[src/rtl/clksw_pkg.sv]
`timescale 1ns/1ps
package clksw_pkg;
  localparam int CODE_W  = 3;
  localparam int NUM_SRC = 1 << CODE_W;

  typedef logic [CODE_W-1:0] srcCode_t;

  localparam srcCode_t SRC_FRC      = 3'b000;
  localparam srcCode_t SRC_FRC_PLL  = 3'b001;
  localparam srcCode_t SRC_PRI      = 3'b010;
  localparam srcCode_t SRC_PRI_PLL  = 3'b011;
  localparam srcCode_t SRC_SEC      = 3'b100;
  localparam srcCode_t SRC_LPRC     = 3'b101;
  localparam srcCode_t SRC_RSVD     = 3'b110;
  localparam srcCode_t SRC_FRC_DIV  = 3'b111;

  // control byte field positions
  localparam int F_NEXT_LSB = 0;
  localparam int F_REQ      = F_NEXT_LSB + CODE_W;
  localparam int F_LOCK     = F_REQ + 1;

  typedef enum logic [1:0] {SW_IDLE, SW_WAIT_RDY, SW_DROP_OLD, SW_PICK_NEW} swState_t;
  typedef enum logic [1:0] {KEY_IDLE, KEY_HALF, KEY_OPEN} keyState_t;

  typedef struct packed {
    logic regWrite;
    logic startSw;
    logic dropOld;
    logic pickNew;
    logic dropReq;
    logic pllWatch;
  } swStrobe_t;

  function automatic logic usesPll(input srcCode_t c);
    return (c == SRC_FRC_PLL) || (c == SRC_PRI_PLL);
  endfunction
endpackage

[src/rtl/clksw_control.sv]
`timescale 1ns/1ps
module clksw_control
  import clksw_pkg::*;
#(
  parameter int DATA_W = 8,
  parameter logic [DATA_W-1:0] KEY_A = 8'h46,
  parameter logic [DATA_W-1:0] KEY_B = 8'h57
) (
  input  logic              clk,
  input  logic              rst,
  input  logic              busWr,
  input  logic              busSel,
  input  logic [DATA_W-1:0] busWdata,
  input  logic              cfgLockEn,
  input  logic [NUM_SRC-1:0] srcReady,
  input  logic [NUM_SRC-1:0] srcFall,
  input  srcCode_t          curSrc,
  input  srcCode_t          nextSrc,
  input  srcCode_t          tgtSrc,
  input  logic              swReq,
  input  logic              clkLock,
  output swStrobe_t         strb
);
  keyState_t keyState, keyNext;
  swState_t  swState, swNext;

  // unlock sequencer
  always_comb begin
    keyNext = keyState;
    if (busWr) begin
      if (!busSel) begin
        if (busWdata == KEY_A)
          keyNext = KEY_HALF;
        else if (busWdata == KEY_B && keyState == KEY_HALF)
          keyNext = KEY_OPEN;
        else
          keyNext = KEY_IDLE;
      end else begin
        keyNext = KEY_IDLE;
      end
    end else if (keyState == KEY_HALF) begin
      keyNext = KEY_IDLE;
    end
  end

  always_ff @(posedge clk) begin
    if (rst) keyState <= KEY_IDLE;
    else     keyState <= keyNext;
  end

  // switch sequencer
  always_comb begin
    strb          = '0;
    swNext        = swState;
    strb.regWrite = busWr && busSel && (keyState == KEY_OPEN);
    case (swState)
      SW_IDLE: begin
        strb.pllWatch = 1'b1;
        if (swReq) begin
          if (nextSrc == curSrc || nextSrc == SRC_RSVD) begin
            strb.dropReq = 1'b1;
          end else if (!(clkLock && cfgLockEn)) begin
            strb.startSw  = 1'b1;
            strb.pllWatch = 1'b0;
            swNext        = SW_WAIT_RDY;
          end
        end
      end
      SW_WAIT_RDY: if (srcReady[tgtSrc]) swNext = SW_DROP_OLD;
      SW_DROP_OLD: if (srcFall[curSrc]) begin
        strb.dropOld = 1'b1;
        swNext       = SW_PICK_NEW;
      end
      SW_PICK_NEW: if (srcFall[tgtSrc]) begin
        strb.pickNew = 1'b1;
        swNext       = SW_IDLE;
      end
      default: swNext = SW_IDLE;
    endcase
  end

  always_ff @(posedge clk) begin
    if (rst) swState <= SW_IDLE;
    else     swState <= swNext;
  end
endmodule

[src/rtl/clksw_datapath.sv]
`timescale 1ns/1ps
module clksw_datapath
  import clksw_pkg::*;
#(
  parameter int DATA_W = 8
) (
  input  logic               clk,
  input  logic               rst,
  input  swStrobe_t          strb,
  input  logic [DATA_W-1:0]  wrData,
  input  srcCode_t           bootSrc,
  input  logic               pllLockIn,
  input  logic               clkFailIn,
  output srcCode_t           curSrc,
  output srcCode_t           nextSrc,
  output srcCode_t           tgtSrc,
  output logic               swReq,
  output logic               clkLock,
  output logic               pllLocked,
  output logic               clkFail,
  output logic [NUM_SRC-1:0] clkSel
);
  logic pllLockQ;

  always_ff @(posedge clk) begin
    if (rst) begin
      curSrc  <= SRC_FRC_DIV;
      nextSrc <= bootSrc;
      tgtSrc  <= SRC_FRC_DIV;
      swReq   <= 1'b1;
      clkLock <= 1'b0;
    end else begin
      if (strb.startSw) tgtSrc <= nextSrc;
      if (strb.pickNew) curSrc <= tgtSrc;
      if (strb.regWrite && wrData[F_REQ])
        swReq <= 1'b1;
      else if (strb.dropReq || strb.pickNew)
        swReq <= 1'b0;
      if (strb.regWrite) begin
        nextSrc <= wrData[F_NEXT_LSB +: CODE_W];
        clkLock <= wrData[F_LOCK];
      end
    end
  end

  always_ff @(posedge clk) begin
    if (rst) begin
      pllLockQ <= 1'b0;
      clkFail  <= 1'b0;
    end else begin
      if (strb.startSw)                   pllLockQ <= 1'b0;
      else if (strb.pllWatch && pllLockIn) pllLockQ <= 1'b1;
      if (clkFailIn)         clkFail <= 1'b1;
      else if (strb.startSw) clkFail <= 1'b0;
    end
  end

  assign pllLocked = pllLockQ & usesPll(curSrc);

  for (genvar i = 0; i < NUM_SRC; i++) begin : g_sel
    always_ff @(posedge clk) begin
      if (rst)
        clkSel[i] <= (i == int'(SRC_FRC_DIV));
      else if (strb.dropOld)
        clkSel[i] <= 1'b0;
      else if (strb.pickNew && tgtSrc == srcCode_t'(i))
        clkSel[i] <= 1'b1;
    end
  end
endmodule

[src/rtl/clksw_ctrl.sv]
`timescale 1ns/1ps
module clksw_ctrl
  import clksw_pkg::*;
#(
  parameter int DATA_W = 8,
  parameter logic [DATA_W-1:0] KEY_A = 8'h46,
  parameter logic [DATA_W-1:0] KEY_B = 8'h57
) (
  input  logic               clk,
  input  logic               rst,
  input  logic               busWr,
  input  logic               busSel,
  input  logic [DATA_W-1:0]  busWdata,
  input  logic [CODE_W-1:0]  cfgBootSrc,
  input  logic               cfgLockEn,
  input  logic [NUM_SRC-1:0] srcReady,
  input  logic [NUM_SRC-1:0] srcFall,
  input  logic               pllLockIn,
  input  logic               clkFailIn,
  output logic [NUM_SRC-1:0] clkSel,
  output logic [CODE_W-1:0]  curSrc,
  output logic [CODE_W-1:0]  nextSrc,
  output logic               swReq,
  output logic               clkLock,
  output logic               pllLocked,
  output logic               clkFail
);
  swStrobe_t strb;
  srcCode_t  tgtSrc;

  clksw_control #(.DATA_W(DATA_W), .KEY_A(KEY_A), .KEY_B(KEY_B)) u_control (
    .clk(clk), .rst(rst), .busWr(busWr), .busSel(busSel), .busWdata(busWdata),
    .cfgLockEn(cfgLockEn), .srcReady(srcReady), .srcFall(srcFall),
    .curSrc(curSrc), .nextSrc(nextSrc), .tgtSrc(tgtSrc), .swReq(swReq),
    .clkLock(clkLock), .strb(strb)
  );

  clksw_datapath #(.DATA_W(DATA_W)) u_datapath (
    .clk(clk), .rst(rst), .strb(strb), .wrData(busWdata), .bootSrc(cfgBootSrc),
    .pllLockIn(pllLockIn), .clkFailIn(clkFailIn), .curSrc(curSrc),
    .nextSrc(nextSrc), .tgtSrc(tgtSrc), .swReq(swReq), .clkLock(clkLock),
    .pllLocked(pllLocked), .clkFail(clkFail), .clkSel(clkSel)
  );
endmodule

[config.mk]
export PLATFORM = sky130hd
export DESIGN_NAME = clksw_ctrl
export DESIGN_NICKNAME = d
export VERILOG_FILES = /design/src/rtl/clksw_pkg.sv /design/src/rtl/clksw_control.sv /design/src/rtl/clksw_datapath.sv /design/src/rtl/clksw_ctrl.sv
export SDC_FILE = /design/constraint.sdc
export NUM_CORES = 1
export LEC_CHECK = 0
export CELL_PAD_IN_SITES_DETAIL_PLACEMENT = 1
export CELL_PAD_IN_SITES_GLOBAL_PLACEMENT = 2
export CORE_MARGIN = 1.5
export CORE_UTILIZATION = 27
export DETAILED_ROUTE_END_ITERATION = 8
export GPL_ROUTABILITY_DRIVEN = 1
export PLACE_DENSITY_LB_ADDON = 0.1
export REMOVE_ABC_BUFFERS = 1
export SLEW_MARGIN = 10
export SYNTH_ARGS = -nofsm -noshare
export SYNTH_HDL_FRONTEND = slang
export SYNTH_HIERARCHICAL = 1
export SYNTH_SLANG_ARGS = --single-unit
[constraint.sdc]
create_clock -name clk -period 2.24 [get_ports clk]
set_input_delay 0.224 -clock clk [delete_from_list [all_inputs] [get_ports clk]]
set_output_delay 0.224 -clock clk [all_outputs]
set_load 0.05 [all_outputs]
Word-level counts from Yosys, hierarchy flattened
Index checks and enable logic that the tools add are counted.

word-level totals
  output and inout bits = 18
  word-level logic and storage cells = 108
  register bits after elaboration = 25

operators by class
  mux-type cells = 37
  reduce and logical (&&, ||, !) cells = 27
  equal/unequal tests = 24
  bitwise gates (word level) = 1
  magnitude comparators = 2

operator list
  cell                                                 count
  two-way mux 2 bit                                    13
  two-way mux 1 bit                                    18
  == test 8 x 7 -> 1 bit (second input constant)       2
  == test 3 bit (second input constant)                5
  logical AND 1 bit                                    14
  binary-select mux 1 bit (select 3 bit)               3
  == test 3 x 2 -> 1 bit (second input constant)       3
  < comparator 3 x 4 -> 1 bit (second input constant)  2
  != test 2 x 1 -> 1 bit (second input constant)       4
  one-hot mux 2 bit (4 select lines)                   1
  nonzero test 2 bit                                   4
  == test 2 bit (second input constant)                3
  == test 3 x 1 -> 1 bit (second input constant)       2
  two-way mux 3 bit                                    2
  AND reduction 6 bit                                  1
  OR reduction 2 bit                                   3
  == test 2 x 1 -> 1 bit (second input constant)       2
  != test 2 bit (second input constant)                2
  == test 3 bit                                        1
  zero test 3 bit                                      1
  logical OR 1 bit                                     3
  zero test 2 bit                                      1
  bitwise AND 1 bit                                    1

Longest topological paths before layout
Gate-level depths: netlist of the first run.

  word-level depth = 7
  mapped depth = 8

By module
The synthesis of the first run kept the hierarchy.

modules (own cells, without submodules)
  module          instances  area each (sq um)  sequential area each (sq um)  cells each
  clksw_datapath  1          867.1              450.4                         71
  clksw_control   1          586.8              80.1                          65

Worst setup path after synthesis of the first run
Ideal clock, no wire load.

  kind = flip-flop to flip-flop
  start = register u_datapath.nextSrc[2]
  end = register u_datapath.tgtSrc[0]
  stages on the path, launching flop included = 9
  arrival time = 2.079 ns
  buffers on the path = 0
  setup time = 0.120 ns
  required time = 2.120 ns
  slack = 0.042 ns
  clock period less this slack = 2.198 ns
  cells stage by stage = edfxtp_1 and2_1 o2111ai_1 o21ai_0 nor3_1 nand2_1 nor2_1 nor2b_1 a211o_1

RTL lines
  what                      line                  source
  start: declaration        clksw_datapath.sv:15  output srcCode_t nextSrc,
  start signal: assignment  clksw_datapath.sv:28  nextSrc <= bootSrc;
  start signal: assignment  clksw_datapath.sv:40  nextSrc <= wrData[F_NEXT_LSB +: CODE_W];
  end signal: assignment    clksw_datapath.sv:33  if (strb.startSw) tgtSrc <= nextSrc;
  end: declaration          clksw_datapath.sv:16  output srcCode_t tgtSrc,

Final worst setup path of the first run
  start = register u_datapath.curSrc[0]
  end = output pllLocked

on the way
  word-level cells in the longest chain between the ends = 3

RTL lines
  what                                                              line                  source
  start: declaration                                                clksw_datapath.sv:14  output srcCode_t curSrc,
  start signal: assignment                                          clksw_datapath.sv:34  if (strb.pickNew) curSrc <= tgtSrc;
  == test 3 x 1 -> 1 bit or == test 3 x 2 -> 1 bit (tied branches)  clksw_pkg.sv:35       return (c == SRC_FRC_PLL) || (c == SRC_PRI_PLL);
  logical OR 1 bit (*)                                              clksw_pkg.sv:35
  bitwise AND 1 bit (*)                                             clksw_datapath.sv:58  assign pllLocked = pllLockQ & usesPll(curSrc);
  end: declaration                                                  clksw_ctrl.sv:25      output logic pllLocked,

Mark *: on every way between the ends. The rest lies on a longest branch, timed or not.

==> flow_summary.json, run 1 <==
{
  "cap_viol_max_count": 0,
  "worstSetupPathType": "register to output port",
  "fill_cells": 599,
  "root_buffer": "clkbuf_8",
  "synthFlopType": "dfxtp_1",
  "port_buffers": 51,
  "layout-drive-gt1-share_pct": 12.6,
  "max_stage_delay_ns": 0.81,
  "antenna_cells": 0,
  "netlist_instances": 136,
  "worst_pin_slew_ns": 0.545,
  "cts_max_path_buffers": 2,
  "worstSkewPairLatency_ns": 0.28,
  "start_util_pct": 28.3,
  "grt_usage_pct": 15.0,
  "power.total_w": 0.00163,
  "utilization_pct": 40.8,
  "gp_congestion": 0.729,
  "hp-class": "register to register",
  "hold_path_end": "u_datapath/clkSel[5]",
  "required_ns": 2.02,
  "fmax_mhz": 497,
  "cts.sinks": 25,
  "setup_viol": 0,
  "antenna_left": 0,
  "ys_seq_area_share_pct": 36.5,
  "wirelength_um": 4130,
  "power_switching_w": 0.000625,
  "cts_resized": 0,
  "worst_path_max_delay_cell": "clkdlybuf4s50_1",
  "crit_chain": "nand2_1 > nor2_1 > clkdlybuf4s50_1",
  "fp.coreArea_sq_um": 5140,
  "final_cell_area_sq_um": 2100,
  "dpl.hpwl_um": 3210,
  "dp.cells": 257,
  "path_buf_inv": 1,
  "cts_tree": "built",
  "placed_cell_area_sq_um": 2050,
  "drt-pass1-iter-count": 4,
  "overflow": 0,
  "antenna_found_initial": 0,
  "arrival_ns": 1.79,
  "die_h_um": 76.4,
  "reg2reg_slack_ns": 0.26,
  "fin_nets": 231,
  "route.detailed.drc": 0,
  "avgSynthCellArea_sq_um": 10.7,
  "p_int_w": 0.00100,
  "power_density_nw_per_um2": 777,
  "holdBufCountCts": 0,
  "netlist_area_sq_um": 1450,
  "worst_path_dominant_cell_family": "buffers and inverters",
  "leakagePower_nw": 0.825,
  "r2r_cells": 5,
  "ios": 52,
  "vias": 1311,
  "wl_per_cell_um": 15.8,
  "finalHoldViolations": 0,
  "grt_pass1_wl_um": 6920,
  "ir_worst_vdd_uv": 305,
  "endpoint_kind": "output port",
  "status": "complete, no violations",
  "startpoint_type": "register",
  "min_period_ns": 2.01,
  "hold_depth": 1,
  "grt_max_degree": 16,
  "rows": 26,
  "dieArea_sq_um": 5830,
  "yosys_warnings": 6,
  "slew_violations": 0,
  "fin_skew_ns": 0.00894,
  "rr_startpoint": "u_datapath/curSrc[0]",
  "fp.dieW_um": 76.4,
  "path_clk_slew_ns": 0.10,
  "hold_start": "u_datapath/clkSel[5]",
  "h-tree-depth": 1,
  "seqPwrFrac_pct": 36.5,
  "max-slew-margin-rel_pct": 63.6,
  "rsz0062_at_grt": "false",
  "p_clk_share_pct": 17.8,
  "area_delta_synth_final_pct": 44.2,
  "ys_async_sr_fraction_pct": 0,
  "switching_share_pct": 38.4,
  "reg2reg_to": "u_control/swState[0]",
  "period_share_pct": 89.8,
  "yosys.cell_types.count": 43,
  "path_max_fanout": 8,
  "stdcell_count": 261,
  "synth-seq-cells": 25,
  "synth-edff-count": 3,
  "grt_pass1_vias": 1391,
  "routed_via_density": 5.02,
  "cts_inserted_buffers": 3,
  "drtIter0Drc": 23,
  "cts_setup_buffers": 0,
  "combinationalPowerShare_pct": 45.8
}
## worst max-delay path by stage
stage                                      from              endpoint  slack (ns)  cells after the start
final                      u_datapath/curSrc[0]             pllLocked        0.23                      3
after global routing       u_datapath/curSrc[2]  u_datapath/tgtSrc[1]        0.02                      9
after CTS                  u_datapath/tgtSrc[0]  u_datapath/curSrc[1]        0.11                      5
after detailed placement             srcFall[1]  u_datapath/curSrc[1]       -0.13                      6
after global placement               srcFall[3]  u_datapath/curSrc[2]        0.06                      6
after floorplan           u_datapath/nextSrc[2]  u_datapath/tgtSrc[0]        0.04                      8
## through the flow
step / worst slack [ns] / setup TNS, ns / hold slack, ns
3_3_place_gp: 0.0608 / 0 / 0.445
5_1_grt: 0.0239 / 0 / 0.510
6_report: 0.228 / 0 / 0.470
3_5_place_dp: -0.132 / -0.458 / 0.452
2_1_floorplan: 0.0416 / 0 / 0.293
4_1_cts: 0.110 / 0 / 0.473
## power by group through the flow
stage	Clock [W]	Sequential [W]	Combinational [W]
after floorplan	0	0.000715	0.000342
after global placement	0	0.000604	0.000725
after detailed placement	0	0.000607	0.000743
after CTS	0.000299	0.000597	0.000750
after global routing	0.000314	0.000607	0.000815
final	0.000290	0.000594	0.000746
## final cells by class
class                      count  area [sq um]  area share [%]
tap                           70          87.6            4.18
timing repair buffer          57           556            26.5
clock buffer                   3          41.3            1.97
sequential                    25           531            25.3
clock inverter                 1          6.26           0.298
inverter                       7          26.3            1.25
multi-input combinational     98           850            40.5
## synthesized netlist by cell type (all sizes together), types with 4 or more instances
cell | instances | area (sq um)
dfxtp | 22 | 440
nor2 | 12 | 50.1
nand2 | 8 | 30.0
inv | 7 | 26.3
o21a | 7 | 52.6
a211o | 6 | 52.6
buf | 6 | 50.0
mux2i | 6 | 60.1
mux4 | 6 | 146
ha | 5 | 62.6
nand2b | 5 | 31.3
a21oi | 4 | 20.0
nor2b | 4 | 25.0
## logic make-up after synthesis
group | Yosys count | synth area share (%)
AOI/OAI and AO/OA | 28 | 14.6
adders and majority gates | 5 | 4.30
buffers and inverters | 13 | 5.25
DFF | 25 | 36.5
muxes | 15 | 16.5
and+or+nand+nor | 50 | 22.8
## layer usage
| metal | up-vias | share of wire [%] | global-route usage, % |
|---|---|---|---|
| met3 | 4 | 6.5 | 3.35 |
| li1 | 621 | - | - |
| met5 | - | 0 | 0 |
| met4 | 0 | 1.8 | 6.67 |
| met2 | 49 | 49 | 27.0 |
| met1 | 637 | 43 | 17.0 |
## layout by cell type, fill, tap and decap left out, types with 2 or more instances in the layout
cell	synthesis	layout
a211o_1	6	6
nor2_2	2	3
clkbuf_8	0	3
mux4_1	3	3
mux2i_1	6	6
and4bb_2	2	2
nor2b_1	4	4
and4b_1	3	3
nand2b_1	5	5
mux4_2	3	3
inv_1	7	7
buf_4	3	6
nor2_1	10	9
edfxtp_1	3	3
nand2_1	8	8
dfxtp_1	22	22
o21a_1	7	7
nor3_1	2	2
clkdlybuf4s50_1	0	51
and2b_1	3	3
ha_1	5	5
mux2_2	3	3
nor4bb_1	2	2
o21bai_1	2	2
a21oi_1	4	4
## sequential cells by signal (all words and copies together), names as in the netlist
register             cells
u_datapath/clkFail       1
u_control/swState        2
u_datapath/swReq         1
u_datapath/clkSel        8
u_datapath/pllLockQ      1
u_datapath/tgtSrc        3
u_datapath/curSrc        3
u_control/keyState       2
u_datapath/clkLock       1
u_datapath/nextSrc       3
(Power assumes the default switching activity.)
==> run 2, diff against run 1 <==
--- a/config.mk
+++ b/config.mk
@@ -12,6 +12,7 @@
 export DETAILED_ROUTE_END_ITERATION = 8
 export GPL_ROUTABILITY_DRIVEN = 1
 export PLACE_DENSITY_LB_ADDON = 0.1
+export RECOVER_POWER = 50
 export REMOVE_ABC_BUFFERS = 1
 export SLEW_MARGIN = 10
 export SYNTH_ARGS = -nofsm -noshare
==> flow_summary.json, run 2 (synthesis results as in run 1) <==
{
  "grt_max_degree": 16,
  "max-slew-margin-rel_pct": 63.0,
  "leakagePower_nw": 0.852,
  "routed_via_density": 4.98,
  "startpoint_type": "register",
  "final_cell_mix": "clkdlybuf4s50_1 (35), dfxtp_1 (22), dlygate4sd3_1 (16), nor2_1 (9), nand2_1 (8)",
  "placed_cell_area_sq_um": 2050,
  "gp_congestion": 0.729,
  "start_util_pct": 28.3,
  "rr_startpoint": "u_datapath/curSrc[0]",
  "reg2reg_slack_ns": 0.26,
  "required_ns": 2.02,
  "worstSkewPairLatency_ns": 0.28,
  "layout_commonest_cell": "clkdlybuf4s50_1",
  "hp-class": "register to register",
  "finalHoldViolations": 0,
  "drt-pass1-iter-count": 4,
  "die_h_um": 76.4,
  "antenna_found_initial": 0,
  "endpoint_kind": "output port",
  "grt_usage_pct": 15.0,
  "final_cell_area_sq_um": 2100,
  "worst_path_max_delay_cell": "clkdlybuf4s50_1",
  "port_buffers": 51,
  "antenna_left": 0,
  "overflow": 0,
  "cp.depth": 3,
  "grt_pass1_vias": 1391,
  "cts_max_path_buffers": 2,
  "dieArea_sq_um": 5830,
  "area_delta_synth_final_pct": 44.2,
  "cts_resized": 0,
  "root_buffer": "clkbuf_8",
  "fmax_mhz": 497,
  "utilization_pct": 40.8,
  "cts_inserted_buffers": 3,
  "arrival_ns": 1.79,
  "rsz0062_at_grt": "false",
  "fill_cells": 599,
  "holdBufCountCts": 0,
  "pre_cts_slack_ns": -0.132,
  "regMostFlops": "u_datapath/clkSel",
  "rows": 26,
  "ir_worst_vdd_uv": 303,
  "worst_pin_slew_ns": 0.555,
  "status": "complete, no violations",
  "antenna_cells": 0,
  "slew_violations": 0,
  "wl_per_cell_um": 15.8,
  "hold_start": "u_datapath/clkSel[5]",
  "ios": 52,
  "fin_nets": 231,
  "cts_tree": "built",
  "cts_setup_buffers": 0,
  "drtIter0Drc": 27,
  "hold_depth": 1,
  "min_period_ns": 2.01,
  "setup_viol": 0,
  "power_density_nw_per_um2": 773,
  "cts.sinks": 25,
  "r2r_cells": 5,
  "path_clk_slew_ns": 0.10,
  "holdWs_ns": 0.465,
  "setup_ws_ns": 0.228,
  "fp.coreArea_sq_um": 5140,
  "layout-drive-gt1-share_pct": 12.6,
  "worst_path_dominant_cell_family": "buffers and inverters",
  "dpl.hpwl_um": 3210,
  "fin_skew_ns": 0.00932,
  "path_buf_inv": 1,
  "fp.dieW_um": 76.4,
  "crit_chain": "nand2_1 > nor2_1 > clkdlybuf4s50_1",
  "hold_path_end": "u_datapath/clkSel[5]",
  "cap_viol_max_count": 0,
  "max_stage_delay_ns": 0.81,
  "wirelength_um": 4120,
  "reg2reg_to": "u_control/swState[0]",
  "largest_reg_flops": 8,
  "grt_pass1_wl_um": 6920,
  "worstSetupPathType": "register to output port",
  "route.detailed.drc": 0,
  "path_max_fanout": 8,
  "vias": 1301,
  "h-tree-depth": 1,
  "period_share_pct": 89.8
}
run 2: cell types whose count changed in the layout (fill, tap and decap cells not counted):
cell / delta
dlygate4sd3_1: +16
clkdlybuf4s50_1: -16
run 2: cell type report:
class / count / area [sq um] / share of cell area [%]
clock inverter: 1 / 6.26 / 0.298
sequential: 25 / 531 / 25.3
clock buffer: 3 / 41.3 / 1.97
multi-input combinational: 98 / 850 / 40.5
tap: 70 / 87.6 / 4.18
inverter: 7 / 26.3 / 1.25
timing repair buffer: 57 / 556 / 26.5
run 2: worst register-to-register path, cell delays in order, from the launching register on:
cell and delay, ns:
dfxtp_1 0.52, mux4_1 0.61, mux2i_1 0.23, a222oi_1 0.16
o21ai_1 0.18, mux2i_1 0.21
run 2: through the flow:
stage	cells	setup TNS, ns	total power (W)
2_1_floorplan	130	0	0.00106
3_3_place_gp	257	0	0.00133
3_5_place_dp	257	-0.458	0.00135
4_1_cts	261	0	0.00165
5_1_grt	261	0	0.00173
6_report	261	0	0.00162
run 2: layer usage:
layer  part of all wire [%]  wire (um)  GRT usage (%)  vias up
met5                      0          0              0        -
met4                    1.8         74           6.67        0
met3                    6.3        259           3.35        4
met2                     49       2020           27.0       47
met1                     43       1770           17.0      630
li1                       -          -              -      620
run 2: worst max-delay path by stage:
stage,from,end
2_1_floorplan,u_datapath/nextSrc[2],u_datapath/tgtSrc[0]
3_3_place_gp,srcFall[3],u_datapath/curSrc[2]
3_5_place_dp,srcFall[1],u_datapath/curSrc[1]
4_1_cts,u_datapath/tgtSrc[0],u_datapath/curSrc[1]
5_1_grt,u_datapath/curSrc[2],u_datapath/tgtSrc[1]
6_report,u_datapath/curSrc[0],pllLocked
run 2: where the power goes:
group / total, W / internal [W] / leakage (nW) / switching [W]
Sequential: 0.000594 / 0.000517 / 0.209 / 0.0000763
Combinational: 0.000739 / 0.000352 / 0.617 / 0.000387
Clock: 0.000289 / 0.000128 / 0.0260 / 0.000162
Total: 0.00162 / 0.000997 / 0.852 / 0.000625
